## config.mk

```make
export PLATFORM = sky130hd
export DESIGN_NAME = bus_cycle_master
export DESIGN_NICKNAME = d
export VERILOG_FILES = /design/src/rtl/bcm_pkg.sv /design/src/rtl/bcm_sync.sv /design/src/rtl/bcm_dpar.sv /design/src/rtl/bcm_fsm.sv /design/src/rtl/bus_cycle_master.sv
export SDC_FILE = /design/constraint.sdc
export NUM_CORES = 1
export LEC_CHECK = 0
export BUFFER_PORTS_ARGS = -buffer_cell sky130_fd_sc_hd__buf_2
export CAP_MARGIN = 20
export CORE_MARGIN = 4
export CORE_UTILIZATION = 44
export CTS_CLUSTER_DIAMETER = 30
export DETAILED_ROUTE_END_ITERATION = 16
export PLACE_DENSITY_LB_ADDON = 0.08
export SYNTH_ARGS = -nofsm -noshare
export SYNTH_HDL_FRONTEND = slang
export SYNTH_HIERARCHICAL = 1
export SYNTH_SLANG_ARGS = --single-unit
```

## constraint.sdc

```tcl
create_clock -name clk -period 2.1 [get_ports clk]
set_input_delay 0.105 -clock clk [delete_from_list [all_inputs] [get_ports clk]]
set_output_delay 0.105 -clock clk [all_outputs]
set_load 0.01 [all_outputs]
```

## src/rtl/bcm_pkg.sv

```systemverilog
package bcm_pkg;
  typedef enum logic [2:0] {
    ST_IDLE = 3'd0,
    ST_ADDR = 3'd1,
    ST_STAT = 3'd2,
    ST_ADL  = 3'd3,
    ST_CMD  = 3'd4,
    ST_ABRT = 3'd5
  } bcm_state_e;
endpackage

```

## src/rtl/bcm_sync.sv

```systemverilog
module bcm_sync #(
  parameter int STAGES   = 2,
  parameter bit RST_VAL  = 1'b1
) (
  input  logic clk,
  input  logic rst,
  input  logic d_async,
  output logic q_sync
);
  logic [STAGES-1:0] chain_q;

  always_ff @(posedge clk) begin
    if (rst) chain_q <= {STAGES{RST_VAL}};
    else     chain_q <= {chain_q[STAGES-2:0], d_async};
  end

  assign q_sync = chain_q[STAGES-1];
endmodule

```

## src/rtl/bcm_dpar.sv

```systemverilog
module bcm_dpar #(
  parameter int DW = 32
) (
  input  logic [DW-1:0]   data,
  output logic [DW/8-1:0] par
);
  localparam int NB = DW / 8;

  for (genvar b = 0; b < NB; b++) begin : g_byte
    assign par[b] = ^data[8*b +: 8];
  end
endmodule

```

## src/rtl/bcm_fsm.sv

```systemverilog
module bcm_fsm
  import bcm_pkg::*;
#(
  parameter int CW         = 8,
  parameter int ADDR_SETUP = 2,
  parameter int STAT_SETUP = 2,
  parameter int ADL_WIDTH  = 2,
  parameter int STAT_HOLD  = 2,
  parameter int DEF_CMD    = 4,
  parameter int EXT_CMD    = 6,
  parameter int ABORT_CYC  = 3,
  parameter int WAIT_LIMIT = 20
) (
  input  logic clk,
  input  logic rst,
  input  logic req_valid,
  input  logic req_write,
  input  logic req_burst,
  input  logic abort_req,
  input  logic rdy_s,
  output logic req_ready,
  output logic accept,
  output logic finish,
  output logic addr_oe,
  output logic s0_n,
  output logic s1_n,
  output logic adl_n,
  output logic cmd_n,
  output logic burst_n,
  output logic data_oe,
  output logic done,
  output logic err,
  output logic aborted
);
  localparam logic [CW-1:0] L_AS   = CW'(ADDR_SETUP);
  localparam logic [CW-1:0] L_SS   = CW'(STAT_SETUP);
  localparam logic [CW-1:0] L_ADL  = CW'(ADL_WIDTH);
  localparam logic [CW-1:0] L_HOLD = CW'(STAT_HOLD);
  localparam logic [CW-1:0] L_DEF  = CW'(DEF_CMD);
  localparam logic [CW-1:0] L_EXT  = CW'(EXT_CMD);
  localparam logic [CW-1:0] L_AB   = CW'(ABORT_CYC);
  localparam logic [CW-1:0] L_WAIT = CW'(WAIT_LIMIT);

  bcm_state_e      state_q;
  logic [CW-1:0]   ph_cnt_q;
  logic            wr_q;
  logic            brst_q;
  logic            ext_q;
  logic [CW-1:0]   min_len;
  logic            end_ok;
  logic            end_to;

  always_comb begin
    min_len   = ext_q ? L_EXT : L_DEF;
    end_ok    = rdy_s && (ph_cnt_q >= min_len);
    end_to    = !rdy_s && (ph_cnt_q >= L_WAIT);
    req_ready = (state_q == ST_IDLE);
    accept    = (state_q == ST_IDLE) && req_valid;
    finish    = (state_q == ST_CMD) && (end_ok || end_to);
  end

  always_ff @(posedge clk) begin
    if (rst) begin
      state_q  <= ST_IDLE;
      ph_cnt_q <= '0;
      wr_q     <= 1'b0;
      brst_q   <= 1'b0;
      ext_q    <= 1'b0;
      addr_oe  <= 1'b0;
      s0_n     <= 1'b1;
      s1_n     <= 1'b1;
      adl_n    <= 1'b1;
      cmd_n    <= 1'b1;
      burst_n  <= 1'b1;
      data_oe  <= 1'b0;
      done     <= 1'b0;
      err      <= 1'b0;
      aborted  <= 1'b0;
    end else begin
      done <= 1'b0;
      unique case (state_q)
        ST_IDLE: begin
          if (req_valid) begin
            wr_q     <= req_write;
            brst_q   <= req_burst;
            ext_q    <= 1'b0;
            err      <= 1'b0;
            aborted  <= 1'b0;
            addr_oe  <= 1'b1;
            ph_cnt_q <= CW'(1);
            state_q  <= ST_ADDR;
          end
        end
        ST_ADDR, ST_STAT: begin
          if (abort_req) begin
            s0_n     <= ~wr_q;
            s1_n     <= wr_q;
            burst_n  <= ~brst_q;
            ph_cnt_q <= CW'(1);
            state_q  <= ST_ABRT;
          end else if (state_q == ST_ADDR && ph_cnt_q == L_AS) begin
            s0_n     <= ~wr_q;
            s1_n     <= wr_q;
            burst_n  <= ~brst_q;
            ph_cnt_q <= CW'(1);
            state_q  <= ST_STAT;
          end else if (state_q == ST_STAT && ph_cnt_q == L_SS) begin
            adl_n    <= 1'b0;
            data_oe  <= wr_q;
            ph_cnt_q <= CW'(1);
            state_q  <= ST_ADL;
          end else begin
            ph_cnt_q <= ph_cnt_q + CW'(1);
          end
        end
        ST_ADL: begin
          if (!rdy_s) ext_q <= 1'b1;
          if (ph_cnt_q == L_ADL) begin
            adl_n    <= 1'b1;
            cmd_n    <= 1'b0;
            ph_cnt_q <= CW'(1);
            state_q  <= ST_CMD;
          end else begin
            ph_cnt_q <= ph_cnt_q + CW'(1);
          end
        end
        ST_CMD: begin
          if (!rdy_s) ext_q <= 1'b1;
          if (ph_cnt_q == L_HOLD) begin
            s0_n    <= 1'b1;
            s1_n    <= 1'b1;
            burst_n <= 1'b1;
          end
          if (end_ok || end_to) begin
            s0_n    <= 1'b1;
            s1_n    <= 1'b1;
            burst_n <= 1'b1;
            cmd_n   <= 1'b1;
            addr_oe <= 1'b0;
            data_oe <= 1'b0;
            done    <= 1'b1;
            err     <= !end_ok;
            state_q <= ST_IDLE;
          end else begin
            ph_cnt_q <= ph_cnt_q + CW'(1);
          end
        end
        ST_ABRT: begin
          if (ph_cnt_q == L_AB) begin
            s0_n    <= 1'b1;
            s1_n    <= 1'b1;
            burst_n <= 1'b1;
            addr_oe <= 1'b0;
            done    <= 1'b1;
            aborted <= 1'b1;
            state_q <= ST_IDLE;
          end else begin
            ph_cnt_q <= ph_cnt_q + CW'(1);
          end
        end
        default: state_q <= ST_IDLE;
      endcase
    end
  end
endmodule

```

## src/rtl/bus_cycle_master.sv

```systemverilog
module bus_cycle_master #(
  parameter int AW         = 24,
  parameter int DW         = 32,
  parameter int CW         = 8,
  parameter int SYNC_STG   = 2,
  parameter int ADDR_SETUP = 2,
  parameter int STAT_SETUP = 2,
  parameter int ADL_WIDTH  = 2,
  parameter int STAT_HOLD  = 2,
  parameter int DEF_CMD    = 4,
  parameter int EXT_CMD    = 6,
  parameter int ABORT_CYC  = 3,
  parameter int WAIT_LIMIT = 20
) (
  input  logic            clk,
  input  logic            rst,
  input  logic            req_valid,
  output logic            req_ready,
  input  logic            req_write,
  input  logic            req_mem,
  input  logic            req_refresh,
  input  logic            req_burst,
  input  logic [AW-1:0]   req_addr,
  input  logic [DW-1:0]   req_wdata,
  input  logic            abort_req,
  output logic            rsp_done,
  output logic            rsp_err,
  output logic            rsp_aborted,
  output logic [DW-1:0]   rsp_rdata,
  output logic [AW-1:0]   bus_addr,
  output logic            bus_addr_oe,
  output logic            bus_mio,
  output logic            bus_refresh_n,
  output logic            bus_s0_n,
  output logic            bus_s1_n,
  output logic            bus_adl_n,
  output logic            bus_cmd_n,
  output logic            bus_burst_n,
  output logic [DW-1:0]   bus_wdata,
  output logic [DW/8-1:0] bus_dpar,
  output logic            bus_data_oe,
  input  logic [DW-1:0]   bus_rdata,
  input  logic            bus_rdy
);
  localparam int NB = DW / 8;

  logic          rdy_s;
  logic          accept;
  logic          finish;
  logic [NB-1:0] par_in;
  logic          rfsh_q;

  bcm_sync #(.STAGES(SYNC_STG), .RST_VAL(1'b1)) u_sync (
    .clk     (clk),
    .rst     (rst),
    .d_async (bus_rdy),
    .q_sync  (rdy_s)
  );

  bcm_dpar #(.DW(DW)) u_dpar (
    .data (req_wdata),
    .par  (par_in)
  );

  bcm_fsm #(
    .CW(CW), .ADDR_SETUP(ADDR_SETUP), .STAT_SETUP(STAT_SETUP),
    .ADL_WIDTH(ADL_WIDTH), .STAT_HOLD(STAT_HOLD), .DEF_CMD(DEF_CMD),
    .EXT_CMD(EXT_CMD), .ABORT_CYC(ABORT_CYC), .WAIT_LIMIT(WAIT_LIMIT)
  ) u_fsm (
    .clk       (clk),
    .rst       (rst),
    .req_valid (req_valid),
    .req_write (req_write),
    .req_burst (req_burst),
    .abort_req (abort_req),
    .rdy_s     (rdy_s),
    .req_ready (req_ready),
    .accept    (accept),
    .finish    (finish),
    .addr_oe   (bus_addr_oe),
    .s0_n      (bus_s0_n),
    .s1_n      (bus_s1_n),
    .adl_n     (bus_adl_n),
    .cmd_n     (bus_cmd_n),
    .burst_n   (bus_burst_n),
    .data_oe   (bus_data_oe),
    .done      (rsp_done),
    .err       (rsp_err),
    .aborted   (rsp_aborted)
  );

  always_ff @(posedge clk) begin
    if (rst) begin
      bus_addr  <= '0;
      bus_mio   <= 1'b0;
      rfsh_q    <= 1'b0;
      bus_wdata <= '0;
      bus_dpar  <= '0;
      rsp_rdata <= '0;
    end else begin
      if (accept) begin
        bus_addr  <= req_addr;
        bus_mio   <= req_mem;
        rfsh_q    <= req_refresh;
        bus_wdata <= req_wdata;
        bus_dpar  <= par_in;
      end
      if (finish) rsp_rdata <= bus_rdata;
    end
  end

  assign bus_refresh_n = ~(rfsh_q & bus_addr_oe);
endmodule

```

**Word level (Yosys, flattened, before mapping)**

Cells that the tools add are included.

- Bits in registers: 120
- Output and inout port bits: 105
- Bits of input ports: 97

- $add $sub $neg: 1
- Eq/ne operators: 20
- Multiplexer cells: 53
- Reductions and logical operators: 36
- Bitwise operators: 4
- Order comparisons: 2

Operators by type and width:

| cell | number |
|---|---|
| 8-bit 2-to-1 mux | 7 |
| 8-bit one-hot mux with 5 select lines | 1 |
| 8-bit parity | 4 |
| 1-bit 2-to-1 mux | 25 |
| 3-bit 2-to-1 mux | 7 |
| 8-bit by 2-bit == test with 1-bit output, second input constant | 2 |
| 3-bit one-hot mux with 5 select lines | 1 |
| 5-bit AND reduction | 3 |
| 2-bit inequality test, second input constant | 7 |
| 1-bit one-hot mux with 2 select lines | 7 |
| 1-bit one-hot mux with 3 select lines | 4 |
| 3-bit AND reduction | 4 |
| 4-bit AND reduction | 3 |
| 2-bit nonzero test | 6 |
| 8-bit by 1-bit adder with 8-bit output, second input constant | 1 |
| 8-bit by 5-bit >= comparator with 1-bit output, second input constant | 1 |
| 8-bit >= comparator | 1 |
| 3-bit by 2-bit == test with 1-bit output, second input constant | 2 |
| 3-bit == test, second input constant | 2 |
| 1-bit logical AND | 6 |
| 2-bit by 1-bit inequality test with 1-bit output, second input constant | 3 |
| 3-bit nonzero test | 2 |
| 5-bit nonzero test | 1 |
| 4-bit by 2-bit inequality test with 1-bit output, second input constant | 1 |
| other kinds (11) | 15 |

**Longest topological paths before layout**

- Depth in word-level cells: 6
- Mapped depth: 11
- Depth with buffers taken out: 9

**Hierarchy**

Netlist, hierarchy kept.

Modules (own cells, without submodules):

| module | cells an instance | area each (um^2) | seq. area each (um^2) | instances |
|---|---|---|---|---|
| bus_cycle_master | 304 | 3368.2 | 1881.8 | 1 |
| bcm_fsm | 188 | 1503.9 | 480.5 | 1 |
| bcm_dpar | 28 | 245.2 | 0.0 | 1 |
| bcm_sync | 4 | 52.6 | 40.0 | 1 |

**Worst setup path before layout**

OpenSTA, ideal clock, no wires.

- Path kind: register -> register
- Start: reg u_fsm.ph_cnt_q[1]
- End: reg rsp_rdata[29]
- Library setup time: 0.128 ns
- Arrival: 1.899 ns
- Path slack: 0.074 ns
- Stages on the path, launching flop included: 12
- Cells stage by stage: dfxtp_1 > inv_1 > ha_1 > nand2b_1 > a31oi_1 > a21oi_1 > or2_1 > inv_1 > buf_4 > buf_6 > mux2i_1 > nor2_1

- Longest elaborated chain between the ends: 4

Ends and longest elaborated chain:

| element | line | text |
|---|---|---|
| from (decl) | bcm_fsm.sv:45 | `logic [CW-1:0] ph_cnt_q;` |
| from (signal assigned) | bcm_fsm.sv:113 | `ph_cnt_q <= ph_cnt_q + CW'(1);` |
| from (signal assigned) | bcm_fsm.sv:124 | `ph_cnt_q <= ph_cnt_q + CW'(1);` |
| from (signal assigned) | bcm_fsm.sv:145 | `ph_cnt_q <= ph_cnt_q + CW'(1);` |
| 8-bit >= comparator or 8-bit by 5-bit >= comparator with 1-bit output (tied branches) | bcm_fsm.sv:55, bcm_fsm.sv:56 |  |
| 1-bit logical AND, on equally long branches | bcm_fsm.sv:55, bcm_fsm.sv:56 |  |
| 1-bit logical OR (*) | bcm_fsm.sv:59 | `finish = (state_q == ST_CMD) && (end_ok \|\| end_to);` |
| 1-bit logical AND (*) | bcm_fsm.sv:59 |  |
| via finish | bus_cycle_master.sv:49 | `logic finish;` |
| to (signal assigned) | bus_cycle_master.sv:108 | `if (finish) rsp_rdata <= bus_rdata;` |
| to (decl) | bus_cycle_master.sv:29 | `output logic [DW-1:0] rsp_rdata,` |

The timed path passes the listed nets; every way through them passes the cells marked *.
A chain may end at the register's enable or synchronous reset.

**Final worst setup path**

- Start: reg u_fsm.ph_cnt_q[1]
- End: reg rsp_rdata[31]

Same word-level chain as after synthesis.

==> impl_metrics.toml <==
[routing]
vias = 4806
drt_iter0_drc = 282
postRouteWirelength_um = 15000
drc = 0
viasPerCell = 4.91
routedWlPerCell_um = 15.4
ant_nets = 0
drt_pre_antenna_iters = 4

[global_route]
grt_overflow = 0
grt_pass1_vias = 4644
grt_pass1_wl_um = 22600
grt_max_degree = 50
antenna_found_initial = 0
grt_use_total = 0.212

[placed_design]
dpl.hpwl_um = 9600
place_area_mm2 = 0.00629
routabilityCongestion = 0.824
dp.cells = 853
io_buffers = 201

[die]
initial_utilization = 0.451
core_area_mm2 = 0.0115
die_height_um = 116
placementRows = 39
fp.dieArea_mm2 = 0.0135
die_w_um = 116
ios = 202

[clock_network]
clk_pin_slew_ns = 0.05
clk_latency_ns = 0.41
cts-buffers-inserted = 17
cts_max_level = 4
cts_tree = "done"
cts.sinks = 120
cts_max_path_buffers = 2
cts_root_buffer = "clkbuf_16"

[synthesis]
synth_cell_types = 51
ys_seq_area_frac = 0.465
synth_area_mm2 = 0.00517
synth_nets = 624
ys.warnings.count = 6
synth.ff_latch_count = 120
yosys-top-cells-area = "dfxtp_1, mux2i_1, nor2_1"
syn_inst = 524
synthFlopType = "dfxtp_1"
synth_top_cell_area_share = 0.465
synth_edf_count = 0
synth_top_area_cell = "dfxtp_1"
syn_avg_cell_area_um2 = 9.87
synthArstFlopShare = 0

[sta]
max_freq_mhz = 486
fin_crit_sh = 0.980
slew_violations = 0
hold_violations = 0
setup_viol = 0
tightestPinTransition_ns = 0.517
finClkSkew_ns = 0.00716
slew_headroom = 0.655
fin_crit_ns = 2.06

[pwr]
power_density_mw_per_mm2 = 806
p_leak_nw = 3.52
vdd_drop_max_v = 0.000833
power_mw = 6.32

[finish]
design_area_mm2 = 0.00784
final_common_cell = "buf_2"
final_util = 0.683
nNetsFinal = 926
diodes = 0
layout-drive-gt1-share = 0.311
final_cell_mix = "buf_2, dfxtp_1, nor2_1"
area_delta_synth_final_pct = 51.5
final_cells = 978

[setup_path]
required_ns = 2.38
start_kind = "register"
arrival_ns = 2.34
path_max_fanout = 8
end_kind = "register"
worstSetupPathType = "reg -> reg"

[hold_path]
hold_path.class = "in -> reg"

[run_status]
outcome = "finished, final reports clean"

[job]
drv_cap = 0
layout make-up:
type,count,area [µm²]
timing repair buffer,314,2170
clock buffer,24,472
inverter,13,52.6
fill,857,3630
sequential,120,2400
multi-input combinational,360,2510
clock inverter,4,47.5
tap,143,179
power by group:
group	total [mW]	internal, mW	switching, mW
clock	2.61	1.65	0.956
combinational	1.20	0.615	0.587
sequential	2.50	2.42	0.0821
registers in the layout (all words and copies together) (netlist names), 2 cells and up:
signal / count
bus_addr: 24
u_fsm/state_q: 3
bus_dpar: 4
bus_wdata: 32
rsp_rdata: 32
u_sync/chain_q: 2
u_fsm/ph_cnt_q: 8
cell usage after synthesis (5+ instances only):
| library cell | number |
|---|---|
| dfxtp_1 | 120 |
| nor2_1 | 110 |
| mux2i_1 | 99 |
| xnor2_1 | 24 |
| nand3_1 | 13 |
| inv_1 | 12 |
| a21oi_1 | 11 |
| clkbuf_1 | 10 |
| nand2_1 | 10 |
| o21ai_0 | 10 |
| buf_2 | 8 |
| a211oi_1 | 7 |
| nand2b_1 | 7 |
| buf_8 | 6 |
| nor3_1 | 6 |
| o32ai_1 | 6 |
| buf_6 | 5 |
| or2_1 | 5 |
through the flow:
step | hold WS [ns] | setup slack, ns | setup TNS, ns
after floorplan | 0.202 | 0.0739 | 0
after global placement | 0.287 | 0.101 | 0
after detailed placement | 0.293 | 0.0475 | 0
after CTS | 0.0398 | 0.0239 | 0
after global routing | 0.0751 | -0.0553 | -0.786
final | 0.0677 | 0.0419 | 0
cell families (layout without fill, tap and decap cells):
family          count (synthesis)  in the layout  synth area share
compound gates                 53             53            0.0738
flops                         120            120             0.465
mux                            99             99             0.192
fa+ha+maj                       3              3           0.00726
buf+inv                        44            355            0.0549
xor+xnor                       28             28            0.0474
simple gates                  177            177             0.160
worst max-delay path, stage by stage (launching register included):
cell,delay (ns)
dfxtp_2,0.32
inv_1,0.04
ha_1,0.27
nand2b_1,0.09
a31oi_2,0.19
a21oi_2,0.11
or2_4,0.27
clkinvlp_4,0.16
buf_6,0.20
mux2i_1,0.21
nor2_1,0.06
timing repair:
item / 4_1_cts / 5_1_grt
gates resized for setup: 0 / 7
setup buffers: 0 / 1
hold buffers: 93 / 0
endpoints found under the setup margin: 0 / 39
hold endpoints to repair: 93 / 0
worst paths after layout:
path / from / end / slack (ns) / cells past startpoint
max: u_fsm/ph_cnt_q[1] / rsp_rdata[31] / 0.04 / 10
min: abort_req / u_fsm/adl_n / 0.07 / 3
max reg2reg: u_fsm/ph_cnt_q[1] / rsp_rdata[31] / 0.04 / 10
min reg2reg: u_sync/chain_q[0] / u_sync/chain_q[1] / 0.40 / 1
metal layers:
| layer | part of all wire | global-route usage |
|---|---|---|
| met5 | 0 | 0 |
| met4 | 0.028 | 0.0990 |
| met3 | 0.074 | 0.0627 |
| met2 | 0.48 | 0.354 |
| met1 | 0.42 | 0.251 |
Power figures use the tool's default switching activity.
